File: src/rtl/cct_pkg.sv
package cct_pkg;
  typedef enum logic {
    SEL_COUNT   = 1'b0,
    SEL_COMPARE = 1'b1
  } wr_sel_e;

  localparam int unsigned CNT_W      = 32;
  localparam int unsigned REV_W      = 3;
  localparam int unsigned NUM_IRQ    = 8;
  localparam int unsigned TIMER_LINE = 7;
  localparam logic [REV_W-1:0] REV_STATUS = 3'd1;
endpackage

File: src/rtl/cct_counter.sv
module cct_counter #(
  parameter int unsigned          W         = 32,
  parameter logic [W-1:0]         RESET_VAL = 1
) (
  input  logic         clk_i,
  input  logic         rst_ni,
  input  logic         tick_i,
  input  logic         freeze_i,
  input  logic         load_i,
  input  logic [W-1:0] load_data_i,
  output logic [W-1:0] count_o,
  output logic         inc_o
);
  logic [W-1:0] cnt_q;

  // load beats tick; freeze beats both
  always_ff @(posedge clk_i or negedge rst_ni) begin
    if (!rst_ni)        cnt_q <= RESET_VAL;
    else if (!freeze_i) begin
      if (load_i)       cnt_q <= load_data_i;
      else if (tick_i)  cnt_q <= cnt_q + W'(1);
    end
  end

  assign inc_o   = tick_i && !freeze_i && !load_i;
  assign count_o = cnt_q;

  a_r2_tick_step: assert property (@(posedge clk_i) disable iff (!rst_ni)
    (tick_i && !freeze_i && !load_i) |=> (count_o == $past(count_o) + W'(1)));

  a_r3_load_wins: assert property (@(posedge clk_i) disable iff (!rst_ni)
    (load_i && !freeze_i) |=> (count_o == $past(load_data_i)));

  a_r4_frozen: assert property (@(posedge clk_i) disable iff (!rst_ni)
    freeze_i |=> $stable(count_o));
endmodule

File: src/rtl/cct_compare.sv
module cct_compare #(
  parameter int unsigned      W          = 32,
  parameter int unsigned      REV_W      = 3,
  parameter int unsigned      NUM_IRQ    = 8,
  parameter int unsigned      IRQ_LINE   = 7,
  parameter logic [REV_W-1:0] REV_STATUS = 1
) (
  input  logic               clk_i,
  input  logic               rst_ni,
  input  logic               inc_i,
  input  logic [W-1:0]       count_i,
  input  logic               cmp_we_i,
  input  logic [W-1:0]       cmp_data_i,
  input  logic [REV_W-1:0]   rev_i,
  output logic [NUM_IRQ-1:0] irq_o,
  output logic               status_o
);
  logic [W-1:0] cmp_q;
  logic         irq_q, status_q, hit, rev_ok;

  // a match is only produced by an increment landing on compare
  assign hit    = inc_i && ((count_i + W'(1)) == cmp_q);
  assign rev_ok = (rev_i == REV_STATUS);

  always_ff @(posedge clk_i or negedge rst_ni) begin
    if (!rst_ni)       cmp_q <= '0;
    else if (cmp_we_i) cmp_q <= cmp_data_i;
  end

  always_ff @(posedge clk_i or negedge rst_ni) begin
    if (!rst_ni)       irq_q <= 1'b0;
    else if (cmp_we_i) irq_q <= 1'b0;
    else if (hit)      irq_q <= 1'b1;
  end

  always_ff @(posedge clk_i or negedge rst_ni) begin
    if (!rst_ni)                 status_q <= 1'b0;
    else if (rev_ok) begin
      if (cmp_we_i)              status_q <= 1'b0;
      else if (hit)              status_q <= 1'b1;
    end
  end

  for (genvar g = 0; g < NUM_IRQ; g++) begin : g_line
    if (g == IRQ_LINE) begin : g_timer
      assign irq_o[g] = irq_q;
    end else begin : g_idle
      assign irq_o[g] = 1'b0;
    end
  end

  assign status_o = status_q;

  a_r6_ack_clears: assert property (@(posedge clk_i) disable iff (!rst_ni)
    cmp_we_i |=> !irq_o[IRQ_LINE]);

  a_r5_level_hold: assert property (@(posedge clk_i) disable iff (!rst_ni)
    (irq_o[IRQ_LINE] && !cmp_we_i) |=> irq_o[IRQ_LINE]);

  a_r7_status_kept: assert property (@(posedge clk_i) disable iff (!rst_ni)
    !rev_ok |=> $stable(status_o));

  a_r7_status_ack: assert property (@(posedge clk_i) disable iff (!rst_ni)
    (rev_ok && cmp_we_i) |=> !status_o);
endmodule

File: src/rtl/cct_timer.sv
module cct_timer
  import cct_pkg::*;
(
  input  logic                clk_i,
  input  logic                rst_ni,
  input  logic                tick_i,
  input  logic                disable_count_i,
  input  logic [REV_W-1:0]    arch_rev_i,
  input  logic                wr_en_i,
  input  logic                wr_sel_i,
  input  logic [CNT_W-1:0]    wr_data_i,
  output logic [CNT_W-1:0]    count_o,
  output logic [NUM_IRQ-1:0]  irq_o,
  output logic                status_o
);
  wr_sel_e    sel;
  logic       cnt_we, cmp_we, inc;

  assign sel    = wr_sel_e'(wr_sel_i);
  assign cnt_we = wr_en_i && (sel == SEL_COUNT);
  assign cmp_we = wr_en_i && (sel == SEL_COMPARE);

  cct_counter #(
    .W         (CNT_W),
    .RESET_VAL (CNT_W'(1))
  ) i_counter (
    .clk_i       (clk_i),
    .rst_ni      (rst_ni),
    .tick_i      (tick_i),
    .freeze_i    (disable_count_i),
    .load_i      (cnt_we),
    .load_data_i (wr_data_i),
    .count_o     (count_o),
    .inc_o       (inc)
  );

  cct_compare #(
    .W          (CNT_W),
    .REV_W      (REV_W),
    .NUM_IRQ    (NUM_IRQ),
    .IRQ_LINE   (TIMER_LINE),
    .REV_STATUS (REV_STATUS)
  ) i_compare (
    .clk_i      (clk_i),
    .rst_ni     (rst_ni),
    .inc_i      (inc),
    .count_i    (count_o),
    .cmp_we_i   (cmp_we),
    .cmp_data_i (wr_data_i),
    .rev_i      (arch_rev_i),
    .irq_o      (irq_o),
    .status_o   (status_o)
  );

  a_r8_tick_only: assert property (@(posedge clk_i) disable iff (!rst_ni)
    !(tick_i && !disable_count_i) |=> !$rose(irq_o[TIMER_LINE]));
endmodule

File: config.mk
export PLATFORM = sky130hd
export DESIGN_NAME = cct_timer
export DESIGN_NICKNAME = d
export VERILOG_FILES = /design/src/rtl/cct_pkg.sv /design/src/rtl/cct_counter.sv /design/src/rtl/cct_compare.sv /design/src/rtl/cct_timer.sv
export SDC_FILE = /design/constraint.sdc
export NUM_CORES = 1
export LEC_CHECK = 0
export BUFFER_PORTS_ARGS = -buffer_cell sky130_fd_sc_hd__buf_4
export CAP_MARGIN = 20
export CORE_ASPECT_RATIO = 1.2
export CORE_MARGIN = 2
export CORE_UTILIZATION = 45
export CTS_BUF_LIST = sky130_fd_sc_hd__clkbuf_8
export DETAILED_ROUTE_END_ITERATION = 7
export PLACE_DENSITY = 0.77
export SLEW_MARGIN = 20
export SYNTH_ARGS = -nofsm -noshare
export SYNTH_HDL_FRONTEND = slang
export SYNTH_SLANG_ARGS = --single-unit
File: constraint.sdc
create_clock -name clk_i -period 2.65 [get_ports clk_i]
set_input_delay 0.3975 -clock clk_i [delete_from_list [all_inputs] [get_ports clk_i]]
set_output_delay 0.3975 -clock clk_i [all_outputs]
set_load 0.01 [all_outputs]
==> run summary <==
Layout Nets = 631
n_diodes = 0
R2R Path Start = i_counter.count_o[6]$_DFFE_PN0P_
Cell Int Power = 2.29 mW
switch share = 38.4%
CTS Buf Count = 9
prevailing post-synth register cell = dfrtp_1
post-synthesis simple-gate area fraction = 21.6%
Vias = 4223
cell family with most CP delay = simple AND/OR/NAND/NOR gates
Seq cells post-synth = 66
post-synthesis sequential area ratio = 38.3%
first-pass GRT wire length = 19600 microns
Crit path depth = 9
WP data required = 2.94 ns
most frequent cell after synthesis = dfrtp_1
worst-skew pair later-pin latency = 0.36 ns
period utilization = 96.6%
Setup-failing EPs final = 0
Gate Count Post-Synth = 487
design area = 0.00560 sq mm
Leak Pwr = 2.36 nW
Initial Util = 45.8%
Routed WL per cell = 17.2 microns
post-synth cell types = 60
proportion of power drawn by combinational gates = 41.8%
GR Overflow Total = 0
min cycle time layout = 2.56 ns
crit path buf inv count = 1
Cell Area, Placed = 0.00525 sq mm
Reg power frac = 38.2%
Die Wd = 93.4 microns
FMAX = 391 MHz
Worst Setup EP = i_compare.status_o$_DFFE_PN0P_
drt drc = 0
vias in the first global route = 4093
multiplexer share of the synthesized area = 9.31%
worst setup path startpoint = i_counter.count_o[6]$_DFFE_PN0P_
CTS tree = built
unrepaired setup endpoints after global routing = true
switching power = 1.43 mW
die area = 0.0104 sq mm
Max Cap Viol = 0
Crit Reg-Reg Endpoint = i_compare.status_o$_DFFE_PN0P_
post-route ant nets = 0
Mapped Area = 0.00432 sq mm
slowest CP cell = or4_4
io pins = 82
Avg Cell Area, Syn = 8.86 sq um
XOR/XNOR Fraction of Synth Area = 8.12%
dominant cells by area after synthesis = dfrtp_1, mux2_2, a21oi_1, xnor2_1, o21ai_0
Port Buffers = 74
share of layout cells above drive strength 1 = 36.0%
Final Hold Fails = 0
CP endpoint kind = register
Post-Route WL = 12300 microns
top-area cell type share of the netlist area = 37.7%
Worst Hold Class = in -> async
Hold Buf Count CTS = 0
ys async rst share = 100%
status = finished, final reports clean
Adder-Cell Fraction of Synth Area = 0.290%
Site Rows = 39
CP most frequent cell = a21oi_2
Pwr per Cell Area = 665 mW/mm^2
placed cell count = 698
placed wire-length estimate = 8620 microns
root buf cell = clkbuf_8
critical path class = reg -> reg
H-tree depth = 3
largest net degree at the start of global routing = 67
CP Data Arrival Time = 2.85 ns
Reg2Reg Depth = 9
Synth-to-Final Area Change = 29.7%
initial antenna violation count = 0
Ys Warns = 0
Max Root-Sink Buffers = 2
cell taking the most area after synthesis = dfrtp_1
setup slack, reg-to-reg = 0.09 ns
Starting DRT DRC Count = 340
worst-path cell chain = buf_4, nand4_1, or4_4, or4b_4, o211ai_4, a21oi_2, nor4_2, o2111ai_2, a21oi_2
CP max FO = 7
drt pass-1 iters = 6
clock power share = 20.0%
detail-routed via count per cell = 5.89
CP max stage delay = 0.54 ns
compound-cell area share of the yosys netlist = 16.6%
Placer Congestion = 0.886
Die H = 111 microns
Layout Skew = 0.00761 ns
Max Slew Vio Count = 0
Layout fillers = 811
clock slew at reported path FFs = 0.07 ns
Worst Max-Slew Pin Slew = 0.870 ns
CP startpoint kind = register
Finished Layout Cells = 717
gr usage total = 24.1%
Post-synth EDFFs = 0
VDD IR max = 429 uV
largest family of logic cells by synthesized area = simple AND/OR/NAND/NOR gates
synth cell count leaders = dfrtp_1, a21oi_1, mux2_2, o21ai_0
Slew HR = 42.0%
core area = 0.00942 sq mm
CTS Sinks = 66
==> power by group through the flow <==
stage / clock network [mW] / logic (mW) / registers [mW]
3_3_place_gp: 0 / 1.41 / 1.41
2_1_floorplan: 0 / 0.810 / 1.44
6_report: 0.744 / 1.55 / 1.42
5_1_grt: 0.795 / 1.69 / 1.45
3_5_place_dp: 0 / 1.45 / 1.42
4_1_cts: 0.762 / 1.47 / 1.40
==> placed cells by master, fill, tap and decap left out, types with 3 or more instances in the layout <==
cell type,synthesis,layout
buf_4,9,127
dfrtp_1,65,64
a21oi_1,54,53
o21ai_0,33,33
mux2_2,33,33
nand2_1,32,32
nor2_1,32,30
xnor2_1,29,28
nand3_1,26,22
nand4_1,16,16
nor3_1,14,14
inv_1,8,11
o22ai_1,11,11
xor2_1,11,11
clkbuf_8,0,10
conb_1,1,7
a31oi_1,5,5
and3_1,6,5
or4_4,0,4
nand3_2,0,3
nor3b_1,3,3
mux2i_1,3,3
nor4_4,1,3
nor4_1,7,3
nor4_2,1,3
clkinv_2,0,3
==> worst min path at each step <==
stage                                      endpoint  slack, ns  depth (start not counted)
global route        i_compare.cmp_q[10]$_DFFE_PN0P_       0.21                          1
detailed placement   i_compare.cmp_q[7]$_DFFE_PN0P_       0.52                          1
floorplan            i_compare.cmp_q[0]$_DFFE_PN0P_       0.10                          0
global placement    i_compare.cmp_q[30]$_DFFE_PN0P_       0.51                          1
CTS                 i_compare.cmp_q[10]$_DFFE_PN0P_       0.17                          1
finish               i_compare.cmp_q[8]$_DFFE_PN0P_       0.14                          1
==> worst reg2reg max path: cells and delay by family, from the launching register on <==
kind / cells / cell delay [ns]
AO/OA/AOI/OAI: 4 / 0.49
buffers and inverters: 1 / 0.14
flip-flops: 1 / 0.44
AND/OR/NAND/NOR: 4 / 1.41
==> logic make-up (layout without fill, tap and decap cells) <==
group / after synthesis / count (layout)
muxes: 36 / 36
buffers and inverters: 53 / 154
DFF: 66 / 66
and+or+nand+nor: 166 / 166
AOI/OAI and AO/OA: 124 / 124
xor gates and xnor gates: 40 / 40
other: 1 / 7
adders and majority gates: 1 / 1
==> registers in the layout, indices dropped and copies added (netlist names) <==
signal              count
i_counter.count_o      32
i_compare.cmp_q        32
i_compare.irq_q         1
i_compare.status_o      1
==> metrics by stage <==
stage	util (%)	TNS (ns)	hold WS, ns	power, mW	setup slack (ns)
floorplan	-	0	0.102	2.25	0.0138
global placement	55.7	-0.0461	0.509	2.82	-0.0243
detailed placement	55.7	-0.215	0.518	2.87	-0.120
CTS	57.8	0	0.167	3.64	0.0415
global route	59.4	-0.0243	0.212	3.93	-0.0133
finish	59.4	0	0.139	3.72	0.0910
==> area by class of cell <==
| class | instances | area (sq um) | share of cell area, % |
|---|---|---|---|
| inverters | 8 | 30.0 | 0.537 |
| clock buffers | 10 | 138 | 2.46 |
| flip-flops and latches | 66 | 1650 | 29.6 |
| repair buffers | 130 | 996 | 17.8 |
| clock inverters | 6 | 26.3 | 0.469 |
| multi-input cells | 374 | 2600 | 46.4 |
| well taps | 123 | 154 | 2.75 |
==> per-layer routing <==
| layer | wire (microns) | part of all wire [%] | GRT usage [%] |
|---|---|---|---|
| met1 | 4760 | 39 | 29.1 |
| met4 | 303 | 2.5 | 12.8 |
| met5 | 0 | 0 | 0 |
| met3 | 876 | 7.1 | 3.81 |
| met2 | 6370 | 52 | 40.7 |
==> timing repair <==
item / CTS / global route
endpoints found under the setup margin: 2 / 2
resized for setup: 6 / 24
buffers inserted: 0 / 3
pin swaps: 1 / 11
Power figures use the tool's default switching activity.
